File: src/rtl/phy_cr_pkg.sv
package phy_cr_pkg;
  typedef enum logic [3:0] {
    ST_IDLE, ST_FLUSH, ST_SEL, ST_ADDR, ST_STROBE,
    ST_DROP, ST_SAMPLE, ST_POLL, ST_GAP, ST_FIN
  } cr_state_e;
endpackage

File: src/rtl/phy_cr_pulse.sv
// One port-clock pulse per start: HALF_CYC high, HALF_CYC low.
module phy_cr_pulse #(
  parameter int HALF_CYC = 4
) (
  input  logic clk_i,
  input  logic rst_ni,
  input  logic start_i,
  output logic clk_o,
  output logic done_o
);
  localparam int CW = (2 * HALF_CYC > 1) ? $clog2(2 * HALF_CYC) : 1;
  localparam logic [CW-1:0] LAST = CW'(2 * HALF_CYC - 1);
  localparam logic [CW-1:0] HALF = CW'(HALF_CYC);

  logic          active_q;
  logic [CW-1:0] cnt_q;

  always_ff @(posedge clk_i or negedge rst_ni) begin
    if (!rst_ni) begin
      active_q <= 1'b0;
      cnt_q    <= '0;
    end else if (!active_q) begin
      if (start_i) begin
        active_q <= 1'b1;
        cnt_q    <= '0;
      end
    end else if (cnt_q == LAST) begin
      active_q <= 1'b0;
    end else begin
      cnt_q <= cnt_q + 1'b1;
    end
  end

  assign clk_o  = active_q && (cnt_q < HALF);
  assign done_o = active_q && (cnt_q == LAST);
endmodule

File: src/rtl/phy_cr_wait.sv
// Gap timer: expired_o is high in the CYC-th cycle after start_i.
module phy_cr_wait #(
  parameter int CYC = 16
) (
  input  logic clk_i,
  input  logic rst_ni,
  input  logic start_i,
  output logic expired_o
);
  localparam int WW = (CYC > 1) ? $clog2(CYC) : 1;

  logic          run_q;
  logic [WW-1:0] cnt_q;

  always_ff @(posedge clk_i or negedge rst_ni) begin
    if (!rst_ni) begin
      run_q <= 1'b0;
      cnt_q <= '0;
    end else if (start_i) begin
      run_q <= 1'b1;
      cnt_q <= WW'(CYC - 1);
    end else if (run_q) begin
      if (cnt_q == '0) run_q <= 1'b0;
      else             cnt_q <= cnt_q - 1'b1;
    end
  end

  assign expired_o = run_q && (cnt_q == '0);
endmodule

File: src/rtl/phy_cr_master.sv
module phy_cr_master
  import phy_cr_pkg::*;
#(
  parameter int ADDR_W       = 16,
  parameter int DATA_W       = 16,
  parameter int FLUSH_PULSES = 100,
  parameter int ACK_TRIES    = 10,
  parameter int HALF_CYC     = 4,
  parameter int GAP_CYC      = 16
) (
  input  logic              clk_i,
  input  logic              rst_ni,
  input  logic              req_i,
  input  logic              wr_i,
  input  logic [ADDR_W-1:0] addr_i,
  input  logic [DATA_W-1:0] wdata_i,
  output logic [DATA_W-1:0] rdata_o,
  output logic              done_o,
  output logic              timeout_o,
  output logic              cr_clk_o,
  output logic              cr_sel_o,
  output logic [ADDR_W-1:0] cr_addr_o,
  output logic [DATA_W-1:0] cr_wdata_o,
  output logic              cr_wr_en_o,
  output logic              cr_rd_en_o,
  input  logic              cr_ack_i,
  input  logic [DATA_W-1:0] cr_rdata_i
);
  localparam int FCW = $clog2(FLUSH_PULSES + 1);
  localparam int TCW = $clog2(ACK_TRIES + 1);
  localparam logic [FCW-1:0] FLUSH_LAST = FCW'(FLUSH_PULSES - 1);
  localparam logic [TCW-1:0] TRY_LIMIT  = TCW'(ACK_TRIES);

  cr_state_e         state_q;
  logic [FCW-1:0]    flush_q;
  logic [TCW-1:0]    tries_q;
  logic              wr_q;
  logic              to_q;
  logic [ADDR_W-1:0] addr_q;
  logic [DATA_W-1:0] wdata_q;
  logic [DATA_W-1:0] rdata_q;

  logic pls_start, pls_done, gap_start, gap_exp;
  logic sel_win, bus_win;

  assign pls_start = (state_q == ST_FLUSH) || (state_q == ST_STROBE) || (state_q == ST_POLL);
  assign gap_start = (state_q == ST_POLL) && pls_done;

  phy_cr_pulse #(.HALF_CYC(HALF_CYC)) i_pulse (
    .clk_i   (clk_i),
    .rst_ni  (rst_ni),
    .start_i (pls_start),
    .clk_o   (cr_clk_o),
    .done_o  (pls_done)
  );

  phy_cr_wait #(.CYC(GAP_CYC)) i_gap (
    .clk_i     (clk_i),
    .rst_ni    (rst_ni),
    .start_i   (gap_start),
    .expired_o (gap_exp)
  );

  always_ff @(posedge clk_i or negedge rst_ni) begin
    if (!rst_ni) begin
      state_q <= ST_IDLE;
      flush_q <= '0;
      tries_q <= '0;
      wr_q    <= 1'b0;
      to_q    <= 1'b0;
      addr_q  <= '0;
      wdata_q <= '0;
      rdata_q <= '0;
    end else begin
      unique case (state_q)
        ST_IDLE: if (req_i) begin
          state_q <= ST_FLUSH;
          wr_q    <= wr_i;
          addr_q  <= addr_i;
          wdata_q <= wdata_i;
          flush_q <= '0;
          tries_q <= '0;
          to_q    <= 1'b0;
          rdata_q <= '0;
        end
        ST_FLUSH: if (pls_done) begin
          if (flush_q == FLUSH_LAST) state_q <= ST_SEL;
          else                       flush_q <= flush_q + 1'b1;
        end
        ST_SEL:    state_q <= ST_ADDR;
        ST_ADDR:   state_q <= ST_STROBE;
        ST_STROBE: if (pls_done) state_q <= ST_DROP;
        ST_DROP:   state_q <= ST_SAMPLE;
        ST_SAMPLE: begin
          if (cr_ack_i) begin
            if (!wr_q) rdata_q <= cr_rdata_i;
            state_q <= ST_FIN;
          end else begin
            tries_q <= tries_q + 1'b1;
            state_q <= ST_POLL;
          end
        end
        ST_POLL: if (pls_done) state_q <= ST_GAP;
        ST_GAP: if (gap_exp) begin
          if (tries_q == TRY_LIMIT) begin
            to_q    <= 1'b1;
            state_q <= ST_FIN;
          end else begin
            state_q <= ST_SAMPLE;
          end
        end
        ST_FIN:  state_q <= ST_IDLE;
        default: state_q <= ST_IDLE;
      endcase
    end
  end

  // Select covers SEL..GAP; buses are driven one cycle later.
  assign sel_win = (state_q == ST_SEL) || (state_q == ST_ADDR) || (state_q == ST_STROBE) ||
                   (state_q == ST_DROP) || (state_q == ST_SAMPLE) || (state_q == ST_POLL) ||
                   (state_q == ST_GAP);
  assign bus_win = sel_win && (state_q != ST_SEL);

  assign cr_sel_o   = sel_win;
  assign cr_addr_o  = bus_win ? addr_q : '0;
  assign cr_wdata_o = (bus_win && wr_q) ? wdata_q : '0;
  assign cr_wr_en_o = (state_q == ST_STROBE) && wr_q;
  assign cr_rd_en_o = (state_q == ST_STROBE) && !wr_q;

  assign done_o    = (state_q == ST_FIN);
  assign timeout_o = (state_q == ST_FIN) && to_q;
  assign rdata_o   = rdata_q;
endmodule

File: config.mk
export PLATFORM = sky130hd
export DESIGN_NAME = phy_cr_master
export DESIGN_NICKNAME = d
export VERILOG_FILES = /design/src/rtl/phy_cr_pkg.sv /design/src/rtl/phy_cr_pulse.sv /design/src/rtl/phy_cr_wait.sv /design/src/rtl/phy_cr_master.sv
export SDC_FILE = /design/constraint.sdc
export NUM_CORES = 1
export LEC_CHECK = 0
export ABC_AREA = 0
export BUFFER_PORTS_ARGS = -buffer_cell sky130_fd_sc_hd__buf_2
export CAP_MARGIN = 15
export CORE_MARGIN = 2
export CORE_UTILIZATION = 55
export CTS_CLUSTER_DIAMETER = 80
export DETAILED_ROUTE_END_ITERATION = 10
export PLACE_DENSITY = 0.84
export SYNTH_ARGS = -nofsm -noshare
export SYNTH_HDL_FRONTEND = slang
export SYNTH_SLANG_ARGS = --single-unit
File: constraint.sdc
create_clock -name clk_i -period 5.9 [get_ports clk_i]
set_input_delay 0.59 -clock clk_i [delete_from_list [all_inputs] [get_ports clk_i]]
set_output_delay 0.59 -clock clk_i [all_outputs]
set_load 0.02 [all_outputs]
## Yosys cells after proc, flatten, opt, wreduce, memory -nomap -nowiden

Index checks and enable logic that the tools add are counted.
W data, S select, Z words.

| storage, ports and cells | value |
|---|---|
| input bits | 53 |
| register bits | 74 |
| logic and storage cells | 114 |
| output and inout bits | 54 |

| cells by class | value |
|---|---|
| reductions and logical operators | 33 |
| muxes and demuxes | 38 |
| order comparisons | 1 |
| $add $sub $neg | 4 |
| equality and inequality tests | 26 |

Operators by type and width:

| kind | count |
|---|---|
| $mux W16 | 5 |
| $mux W4 | 13 |
| $pmux W4 S9 | 1 |
| $pmux W16 S2 | 1 |
| $ne A2 B2 Y1 const B | 12 |
| $mux W7 | 3 |
| $eq A4 B3 Y1 const B | 4 |
| $pmux W7 S2 | 1 |
| $eq A4 B4 Y1 const B | 3 |
| $reduce_and A4 Y1 | 3 |
| $reduce_bool A2 Y1 | 5 |
| $logic_and A1 B1 Y1 | 9 |
| $mux W1 | 9 |
| $mux W3 | 3 |
| $eq A4 B2 Y1 const B | 2 |
| $logic_not A4 Y1 | 2 |
| $logic_or A1 B1 Y1 | 8 |
| $pmux W4 S2 | 1 |
| $add A7 B1 Y7 const B | 1 |
| $eq A7 B7 Y1 const B | 1 |
| $reduce_and A2 Y1 | 3 |
| $reduce_and A6 Y1 | 1 |
| $add A4 B1 Y4 const B | 1 |
| $eq A4 B1 Y1 const B | 1 |
| 9 further kinds | 9 |

## Depth between registers and ports, before layout

Gate-level depths: netlist (run 1).

| logic depth | value |
|---|---|
| depth in word-level cells | 10 |
| depth in mapped cells | 7 |
| mapped depth without buffers | 6 |

## Cells and area by module

A second synthesis (run 1) with hierarchy kept.

| second synthesis, totals | value |
|---|---|
| cells, all modules | 377 |
| area, all modules | 3629.7 µm² |

Modules (own cells, without submodules):

| module | times used | area an instance (µm²) | cells each | sequential area each (µm²) |
|---|---|---|---|---|
| phy_cr_master | 1 | 3148.0 | 334 | 1626.6 |
| phy_cr_wait | 1 | 254.0 | 24 | 125.1 |
| phy_cr_pulse | 1 | 227.7 | 19 | 100.1 |

## Least setup slack after synthesis (run 1)

OpenSTA, ideal clock, no wires.

| timing | value |
|---|---|
| kind | register to output |
| start point | register state_q[0] |
| end point | output port timeout_o |
| arrival | 1989 ps |
| stages on the path, launching flop included | 6 |
| required time | 5310 ps |
| path slack | 3321 ps |
| path buffers | 2 |
| cell sequence | dfrtp_1 -> buf_6 -> clkbuf_1 -> inv_1 -> nor4b_1 -> and2_1 |

| between the ends | value |
|---|---|
| cells in the longest elaborated chain, start to end | 2 |

Ends and longest elaborated chain:

| element | RTL line | text |
|---|---|---|
| start: declaration | phy_cr_master.sv:34 | `cr_state_e state_q;` |
| start signal: assignment | phy_cr_master.sv:66 | `state_q <= ST_IDLE;` |
| start signal: assignment | phy_cr_master.sv:77 | `state_q <= ST_FLUSH;` |
| start signal: assignment | phy_cr_master.sv:87 | `if (flush_q == FLUSH_LAST) state_q <= ST_SEL;` |
| $eq A4 B4 Y1 | -- |  |
| named net done_o | phy_cr_master.sv:18 | `output logic done_o,` |
| $logic_and A1 B1 Y1 | phy_cr_master.sv:131 | `assign timeout_o = (state_q == ST_FIN) && to_q;` |
| end: declaration | phy_cr_master.sv:19 | `output logic timeout_o,` |

The timed path passes the listed nets, and every way through them passes these cells.

## Worst setup path after layout (run 1)

| timing | value |
|---|---|
| start point | register state_q[1] |
| end point | output port cr_wdata_o[15] |

| between the ends | value |
|---|---|
| cells in the longest elaborated chain, start to end | 10 |
| elaborated cells on any way between the ends | 17 |
| classes of those cells | eq/ne: 8; mux: 1; reduce/logical: 8 |

Ends and longest elaborated chain:

| element | RTL line | text |
|---|---|---|
| $eq A4 B2 Y1 | phy_cr_master.sv:119 | `assign sel_win = (state_q == ST_SEL) \|\| (state_q == ST_ADDR) \|\| (state_q == ST_STROBE) \|\|` |
| $logic_or A1 B1 Y1 (3 in series) | phy_cr_master.sv:119 |  |
| $logic_or A1 B1 Y1 (3 in series) | phy_cr_master.sv:120 | `(state_q == ST_DROP) \|\| (state_q == ST_SAMPLE) \|\| (state_q == ST_POLL) \|\|` |
| $logic_and A1 B1 Y1 (*) | phy_cr_master.sv:122 | `assign bus_win = sel_win && (state_q != ST_SEL);` |
| $logic_and A1 B1 Y1 (*) | phy_cr_master.sv:126 | `assign cr_wdata_o = (bus_win && wr_q) ? wdata_q : '0;` |
| $mux W16 (*) | phy_cr_master.sv:126 |  |
| end: declaration | phy_cr_master.sv:23 | `output logic [DATA_W-1:0] cr_wdata_o,` |

Mark *: on every way between the ends. The rest lies on a longest branch, timed or not.

==> impl_metrics.ini, run 1 <==
[cts]
clk_pin_slew_worst_paths_ps = 80
clkLatencyLatePin_ps = 350
postCtsSetupRepairBufs = 0
cts_hold_buffers = 0
cts.sinks = 74
cts.repair.resized = 0
clockBufferDepth = 2
htreeDepth = 3
cts_root_buf = clkbuf_8
cts_tree = yes
cts_buffers = 9

[drt]
drc = 0
antenna_left = 0
firstDrtPassIters = 4
vias = 3234
drt_wl_total_um = 8300
wl_per_cell_um = 13.9
viasPerCell = 5.41
drt_iter0_markers = 168

[setup_path]
ff2ff_setup_slack_ps = 3330
worstPathArrival_ps = 2480
critical_path_peak_fanout = 32
critPathSlowestCell = or4b_1
crit_chain = or4b_1 > o21ai_1 > buf_4 > and3_1 > buf_2
slowest_delay_ps = 730
cp.required_ps = 5310
crit_path_end_kind = output pin
crit_type = flop to output pin
rr_worst_depth = 4
start_kind = flop
path_buf_inv = 2
crit_path_end = cr_wdata_o[15]
critPathTopFamily = simple AND/OR/NAND/NOR gates
crit_start = state_q[1]
path_depth = 5
r2r-start = state_q[1]
regToRegEndpoint = flush_q[0]

[grt]
grt_start_max_net_pins = 75
antenna_found_initial = 0
grt_pass1_vias = 3011
grt_usage_pct = 23.6
grt_pass1_wl_um = 13700
grt-ovfl-total = 0

[logic_synthesis]
synth_sequential_area_ratio_pct = 50.1
yosysTopAreaCellShare_pct = 50.1
synth_area_um2 = 3700
ys_top_cells_by_area = dfrtp_1 (50%), nand2_1 (15%), and2_1 (3.7%)
synthArstFlopShare_pct = 100
synth_edf_count = 0
synthFlopType = dfrtp_1
yosysTopAreaCell = dfrtp_1
ys_ff_latch = 74
ys.warnings.count = 0
syn-num-nets = 481
ys_types = 53
netlist_instances = 422
syn_area_per_cell_um2 = 8.77

[min_path]
worstHoldStart = addr_i[5]
hold_path_class = primary input to flop

[floorplan]
coreArea_um2 = 6420
initial_core_util_pct = 57.6
fp-row-count = 29
die_h_um = 86.0
boundaryPins = 107
dieArea_um2 = 7400
die_x_um = 86.0

[timing]
max_slew_margin_pct = 40.2
finalMaxSlewViolations = 0
finClkSkew_ps = 6.27
fin_setup_tns_ps = 0
fin_crit_ps = 3070
period_share_pct = 52.1
hold_viol = 0
worstMarginPinSlew_ps = 896
rsz0062_at_grt = false
setup_viol = 0
fmax_ghz = 0.325

[finish]
diodes = 0
final_area_um2 = 4430
layoutNonFillerInstCount = 598
nets = 575
syn_to_final_growth_pct = 19.9
drive_gt1_share_pct = 25.3

[run_status]
run_status = finished, final reports clean

[power]
power_uw = 1890
ir_drop_mv = 0.229
p_per_area_nw_per_um2 = 426
p_leak_uw = 0.00251

[placed_design]
dp_cells = 582
dp_hpwl_um = 5570
place_congestion = 0.905
portBuffers = 106
place_area_um2 = 4220

[job]
cap_violations = 0
metrics by stage:
stage	util, %	hold WS (ps)	setup slack [ps]
2_1_floorplan	-	294	3320
6_report	69.0	426	2830
5_1_grt	69.0	423	2660
3_3_place_gp	65.8	448	3280
4_1_cts	69.0	422	2840
3_5_place_dp	65.8	455	3210
flip-flops by register name, summed over array words and instances (netlist names):
name / flops
wr_q: 1
to_q: 1
i_gap.cnt_q: 4
i_gap.run_q: 1
i_pulse.active_q: 1
state_q: 4
tries_q: 4
flush_q: 7
wdata_q: 16
rdata_o: 16
addr_q: 16
i_pulse.cnt_q: 3
area by class of cell:
cell class                 instances  area [um2]
sequential                        74        1850
tap                               77        96.3
timing repair buffer             109         553
fill                             515        1990
clock inverter                     5        78.8
clock buffer                      11         131
multi-input combinational        314        1690
inverter                           8        30.0
worst reg2reg max path, cell delays in order, from the launching register on:
cell and delay, ps:
dfrtp_1 640, or4b_4 660, or2_4 450, a21oi_1 350
mux2_1 350
where the power goes:
| group | switching [uW] | total [uW] | internal [uW] |
|---|---|---|---|
| registers | 135 | 792 | 657 |
| clock network | 186 | 424 | 238 |
| logic | 422 | 676 | 253 |
routing by layer:
| layer | vias to the layer above | GRT usage, % | wire length (um) |
|---|---|---|---|
| met1 | 1504 | 30.1 | 3620 |
| met2 | 113 | 39.5 | 4020 |
| met3 | 15 | 3.18 | 473 |
| met5 | - | 0 | 0 |
| met4 | 0 | 11.4 | 185 |
| li1 | 1602 | - | - |
worst min-delay path by stage:
stage,end,slack (ps),cells past startpoint
floorplan,addr_q[0],290,0
global placement,addr_q[13],450,2
detailed placement,addr_q[9],460,2
CTS,rdata_o[14],420,3
global route,wdata_q[15],420,3
finish,addr_q[5],430,3
kinds of logic after synthesis:
| family | after synthesis | share of synthesized area (%) |
|---|---|---|
| adder cells (fa/ha/maj) | 6 | 2.03 |
| XOR/XNOR | 7 | 1.66 |
| AND/OR/NAND/NOR | 260 | 33.8 |
| AO/OA/AOI/OAI | 36 | 6.83 |
| multiplexers | 5 | 1.39 |
| buffers and inverters | 34 | 4.26 |
| flip-flops | 74 | 50.1 |
cell usage in the layout, fill, tap and decap left out, types with 2 or more instances in the layout:
master	synthesis	routed
a21oi_1	7	7
a22o_1	2	2
and2_1	22	22
and3_1	17	17
buf_2	11	106
buf_4	0	3
bufinv_16	0	2
clkbuf_1	12	2
clkbuf_8	0	9
clkinv_2	0	2
dfrtp_1	74	74
ha_1	6	6
inv_1	8	8
mux2i_1	4	4
nand2_1	146	146
nand2b_1	5	5
nand3_1	23	23
nand3b_1	2	2
nand4_1	6	6
nor2_1	14	13
nor2_2	1	2
nor2b_1	3	3
nor3_1	3	3
nor4b_1	2	2
o2111ai_1	5	5
o211ai_1	4	4
o21ai_0	7	6
or4_1	2	2
or4b_1	2	2
xnor2_1	3	3
xor2_1	4	4
Yosys cell counts, types with 2 or more instances:
cell type	n
mux2i_1	4
xnor2_1	3
or4b_1	2
nor4b_1	2
o21ai_0	7
nand2b_1	5
a22o_1	2
o2111ai_1	5
xor2_1	4
buf_2	11
nor3_1	3
and2_1	22
a21oi_1	7
ha_1	6
nand2_1	146
nor2_1	14
nand3_1	23
clkbuf_1	12
dfrtp_1	74
nand3b_1	2
and3_1	17
nand4_1	6
o211ai_1	4
or4_1	2
buf_6	2
nor2b_1	3
inv_1	8
(Power assumes the default switching activity.)
==> run 2, diff against run 1 <==
- CORE_UTILIZATION: 55 -> 47
- PLACE_DENSITY: 0.84 -> 0.76
- clock period: 5.9 -> 2.5 ns (I/O delays scaled with it)
==> run 2 against run 1 <==
Effect of this change: sequential power grew 130%; first-iteration DRC count shrank 22%; global-route usage shrank 3.6 points; register-to-register slack lost 3000 ps; final cell count grew 5.4%; wire length grew 1.8%; critical path type unchanged; highest routed layer unchanged.
==> impl_metrics.ini, run 2 (synthesis gave the netlist of run 1 again) <==
[timing]
hold_viol = 0
finClkSkew_ps = 9.28
fin_crit_ps = 2370
period_share_pct = 95.0
whs_ps = 45.7
setup_viol = 0
rsz0062_at_grt = false
finalMaxSlewViolations = 0
max_slew_margin_pct = 38.9
finalWorstSetupSlack_ps = 125
fmax_ghz = 0.421
worstMarginPinSlew_ps = 917
fin_setup_tns_ps = 0

[cts]
cts_hold_buffers = 0
cts.sinks = 74
cts_buffers = 9
clockBufferDepth = 2
clkLatencyLatePin_ps = 340
clk_pin_slew_worst_paths_ps = 80
htreeDepth = 3
cts_tree = yes
cts_root_buf = clkbuf_8

[drt]
drc = 0
drt_iter0_markers = 131
antenna_left = 0
drt_wl_total_um = 8450
wl_per_cell_um = 13.4
viasPerCell = 5.14
vias = 3238
firstDrtPassIters = 4

[power]
p_sw_share_pct = 39.1
clkPwrFrac_pct = 23.1
p_sw_uw = 1770
p_per_area_nw_per_um2 = 997
ir_drop_mv = 0.532
intPower_uw = 2760
pwr-share-seq_pct = 40.0
p_comb_share_pct = 37.0
p_leak_uw = 0.00255

[placed_design]
dp_slack_ps = 355
portBuffers = 106
place_congestion = 0.872
place_area_um2 = 4310
dp_hpwl_um = 5730

[setup_path]
slowest_delay_ps = 580
critical_path_peak_fanout = 32
crit_type = flop to output pin
crit_chain = or4b_1 > o21ai_1 > buf_6 > and3_1 > buf_2
start_kind = flop
critPathSlowestCell = or4b_1
crit_path_end_kind = output pin
cp.required_ps = 2250
worstPathArrival_ps = 2120

[floorplan]
fp-row-count = 32
coreArea_um2 = 7690
dieArea_um2 = 8600
die_h_um = 92.7
die_x_um = 92.7
boundaryPins = 107
initial_core_util_pct = 48.1

[run_status]
run_status = finished, final reports clean

[job]
cap_violations = 0

[grt]
grt_usage_pct = 20.0
grt_pass1_wl_um = 13700
grt-ovfl-total = 0
grt_start_max_net_pins = 75
grt_pass1_vias = 3032
antenna_found_initial = 0

[finish]
final_util_pct = 59.1
drive_gt1_share_pct = 26.9
nets = 582
syn_to_final_growth_pct = 22.8
final_area_um2 = 4540
layout_commonest_cell = nand2_1
diodes = 0
most-common-layout-cells = nand2_1 (146), buf_2 (105), dfrtp_1 (73)

[min_path]
hold_path_class = primary input to asynchronous set/reset pin
## run 2: cell count changes in the layout (fill, tap and decap cells not counted), sizes merged
cell	previous run	this run
buf	109	116
clkinv	3	4
inv	8	9
clkbuf	11	9
## run 2: metal layers
metal	vias up	track usage [%]	routed length, um
li1	1612	-	-
met1	1527	26.0	3840
met2	88	32.4	4010
met3	11	4.64	465
met4	0	7.97	132
met5	-	0	0
## run 2: final cells by class
| type | count | area, um2 |
|---|---|---|
| clock buffers | 9 | 124 |
| clock inverters | 7 | 103 |
| fillers | 715 | 3150 |
| inverters | 8 | 30.0 |
| multi-input cells | 314 | 1690 |
| flip-flops and latches | 74 | 1850 |
| well taps | 102 | 128 |
| repair buffers | 116 | 612 |
## run 2: metrics by stage
step	total power, uW	instances
detailed placement	3510	614
global placement	3460	614
finish	4530	630
floorplan	3030	422
CTS	4560	630
global route	4870	630
## run 2: path summary, 6_finish.rpt
check                            from               end  slack [ps]  cells past startpoint
setup / recovery           state_q[1]    cr_wdata_o[11]         130                      5
hold reg to reg            addr_q[13]        addr_q[13]         470                      2
min in group clk_i         wdata_i[7]        wdata_q[7]          90                      3
hold / removal                 rst_ni  i_pulse.active_q          50                      1
setup reg to reg           state_q[1]        flush_q[0]         330                      4
max in group asynchronous      rst_ni        state_q[3]        1830                      1
## run 2: what timing repair did
item,4_1_cts,5_1_grt
resized for setup,0,2
buffers inserted,0,0
endpoints found under the setup margin,0,32
## run 2: power groups by stage
stage	combinational, uW	clock, uW	sequential [uW]
finish	1670	1040	1810
global route	1890	1120	1860
CTS	1680	1070	1810
detailed placement	1680	0	1830
global placement	1650	0	1810
floorplan	1300	0	1740
## run 2: worst max-delay path: cells and delay by family (launching register included)
kind	cells	cell delay, ps
buffers and inverters	2	400
flip-flops	1	480
AO/OA/AOI/OAI	1	120
AND/OR/NAND/NOR	2	770
==> run 3, diff against run 2 <==
- BUFFER_PORTS_ARGS: -buffer_cell sky130_fd_sc_hd__buf_2 -> -buffer_cell sky130_fd_sc_hd__clkbuf_2
- CORE_UTILIZATION: 47 -> 52
- PLACE_DENSITY: 0.76 -> 0.8
- clock period: 2.5 -> 2.3 ns (I/O delays scaled with it)
==> run 3 against run 2 <==
Effect of this change: wire length is 8.0% higher; highest routed layer unchanged; via count is 2.3% higher; die area is 9.2% lower; design area is 4.3% higher; register-to-register slack worse by 190 ps; combinational power is 26% higher; sequential cell count stayed put; critical path depth stayed put; global-route usage is 3.4 points higher; critical path type unchanged.
==> impl_metrics.ini, run 3 (synthesis gave the netlist of run 1 again) <==
[floorplan]
boundaryPins = 107
fp-row-count = 30
dieArea_um2 = 7810
initial_core_util_pct = 54.2
coreArea_um2 = 6830
die_h_um = 88.4
die_x_um = 88.4

[setup_path]
critical_path_peak_fanout = 8
slowest_delay_ps = 570
ff2ff_setup_slack_ps = 140
cp.required_ps = 2070
worstPathArrival_ps = 2050
r2r-start = state_q[0]
crit_type = flop to output pin
crit_path_end_kind = output pin
regToRegEndpoint = flush_q[0]
crit_chain = or4b_4 > o21ai_4 > clkbuf_16 > and3_1 > buf_4
rr_worst_depth = 5
start_kind = flop
critPathSlowestCell = or4b_4

[finish]
multi_input_area_um2 = 1710
area.sequential_um2 = 1860
nets = 594
layout_commonest_cell = nand2_1
diodes = 0
syn_to_final_growth_pct = 28.0
drive_gt1_share_pct = 28.7
n_fill_cell = 540
most-common-layout-cells = nand2_1 (146), clkbuf_2 (89), dfrtp_1 (71)

[power]
ir_drop_mv = 0.613
p_per_area_nw_per_um2 = 1100
p_leak_uw = 0.00260
power_uw = 5190

[drt]
wl_per_cell_um = 14.3
firstDrtPassIters = 4
vias = 3312
drt_wl_total_um = 9120
antenna_left = 0
viasPerCell = 5.21
drc = 0
drt_iter0_markers = 151

[timing]
fmax_ghz = 0.439
max_slew_margin_pct = 58.1
whs_ps = 66.7
worstMarginPinSlew_ps = 628
finalWorstSetupSlack_ps = 24.5
setup_viol = 0
fin_setup_tns_ps = 0
finClkSkew_ps = 5.78
period_share_pct = 98.9
finalMaxSlewViolations = 0
fin_crit_ps = 2280
hold_viol = 0

[job]
cap_violations = 0

[run_status]
run_status = finished, final reports clean

[placed_design]
dp_slack_ps = 237
portBuffers = 106
place_congestion = 0.886
dp_hpwl_um = 6060

[min_path]
hold_depth = 3
whs_endpoint = wdata_q[15]
hold_path_class = primary input to flop
worstHoldStart = wdata_i[15]

[cts]
cts.sinks = 74
clockBufferDepth = 2
cts_root_buf = clkbuf_8
cts_buffers = 9
clkLatencyLatePin_ps = 350
clk_pin_slew_worst_paths_ps = 80
cts_tree = yes
htreeDepth = 3

[grt]
grt-ovfl-total = 0
grt_pass1_vias = 3099
grt_pass1_wl_um = 14200
antenna_found_initial = 0
grt_usage_pct = 23.4
grt_start_max_net_pins = 49
run 3: cell types whose count changed in the layout (fill, tap and decap cells not counted), sizes merged:
cell,delta
clkbuf,+94
buf,-80
clkinv,-4
clkinvlp,+2
dlygate4sd3,+1
inv,-1
run 3: worst max path at each step:
stage	startpoint	end	slack, ps
6_report	state_q[1]	cr_wdata_o[2]	20
5_1_grt	state_q[2]	cr_wdata_o[1]	-30
4_1_cts	state_q[1]	cr_wdata_o[15]	1
3_5_place_dp	state_q[1]	flush_q[0]	240
3_3_place_gp	state_q[1]	flush_q[0]	280
2_1_floorplan	state_q[0]	timeout_o	80
run 3: where the power goes:
| part | internal (uW) | total [uW] | switching (uW) |
|---|---|---|---|
| clock network | 642 | 1130 | 491 |
| registers | 1690 | 1950 | 260 |
| logic | 862 | 2110 | 1250 |
| total | 3190 | 5190 | 2000 |
run 3: repair_timing:
item | 4_1_cts | 5_1_grt
pin swaps | 0 | 1
cloned | 0 | 3
setup buffers | 0 | 4
endpoints found under the setup margin | 25 | 32
hold buffers | 1 | 0
gates resized for setup | 2 | 35
endpoints found under the hold margin | 47 | 0
run 3: routing by layer:
layer | GRT usage (%) | up-vias | wire length (um)
met2 | 36.8 | 88 | 4540
li1 | - | 1636 | -
met5 | 0 | - | 0
met1 | 31.2 | 1571 | 4020
met3 | 3.92 | 17 | 377
met4 | 12.3 | 0 | 186
run 3: through the flow:
stage / instance area, um2 / utilization (%) / cells
2_1_floorplan: 3700 / - / 422
3_3_place_gp: 4360 / 63.8 / 612
3_5_place_dp: 4360 / 63.8 / 612
4_1_cts: 4590 / 67.2 / 629
5_1_grt: 4740 / 69.3 / 636
6_report: 4740 / 69.3 / 636
run 3: critical path, delay by kind of cell, from the launching register on:
family,cells,cell delay (ps)
DFF,1,460
buffers and inverters,2,360
AOI/OAI and AO/OA,1,160
and+or+nand+nor,2,730
run 3: area by class of cell:
class	count	share of cell area [%]
repair buffers	128	16.9
flip-flops and latches	74	39.2
inverters	8	0.634
clock inverters	4	1.59
clock buffers	12	3.06
multi-input cells	314	36.1
well taps	96	2.54
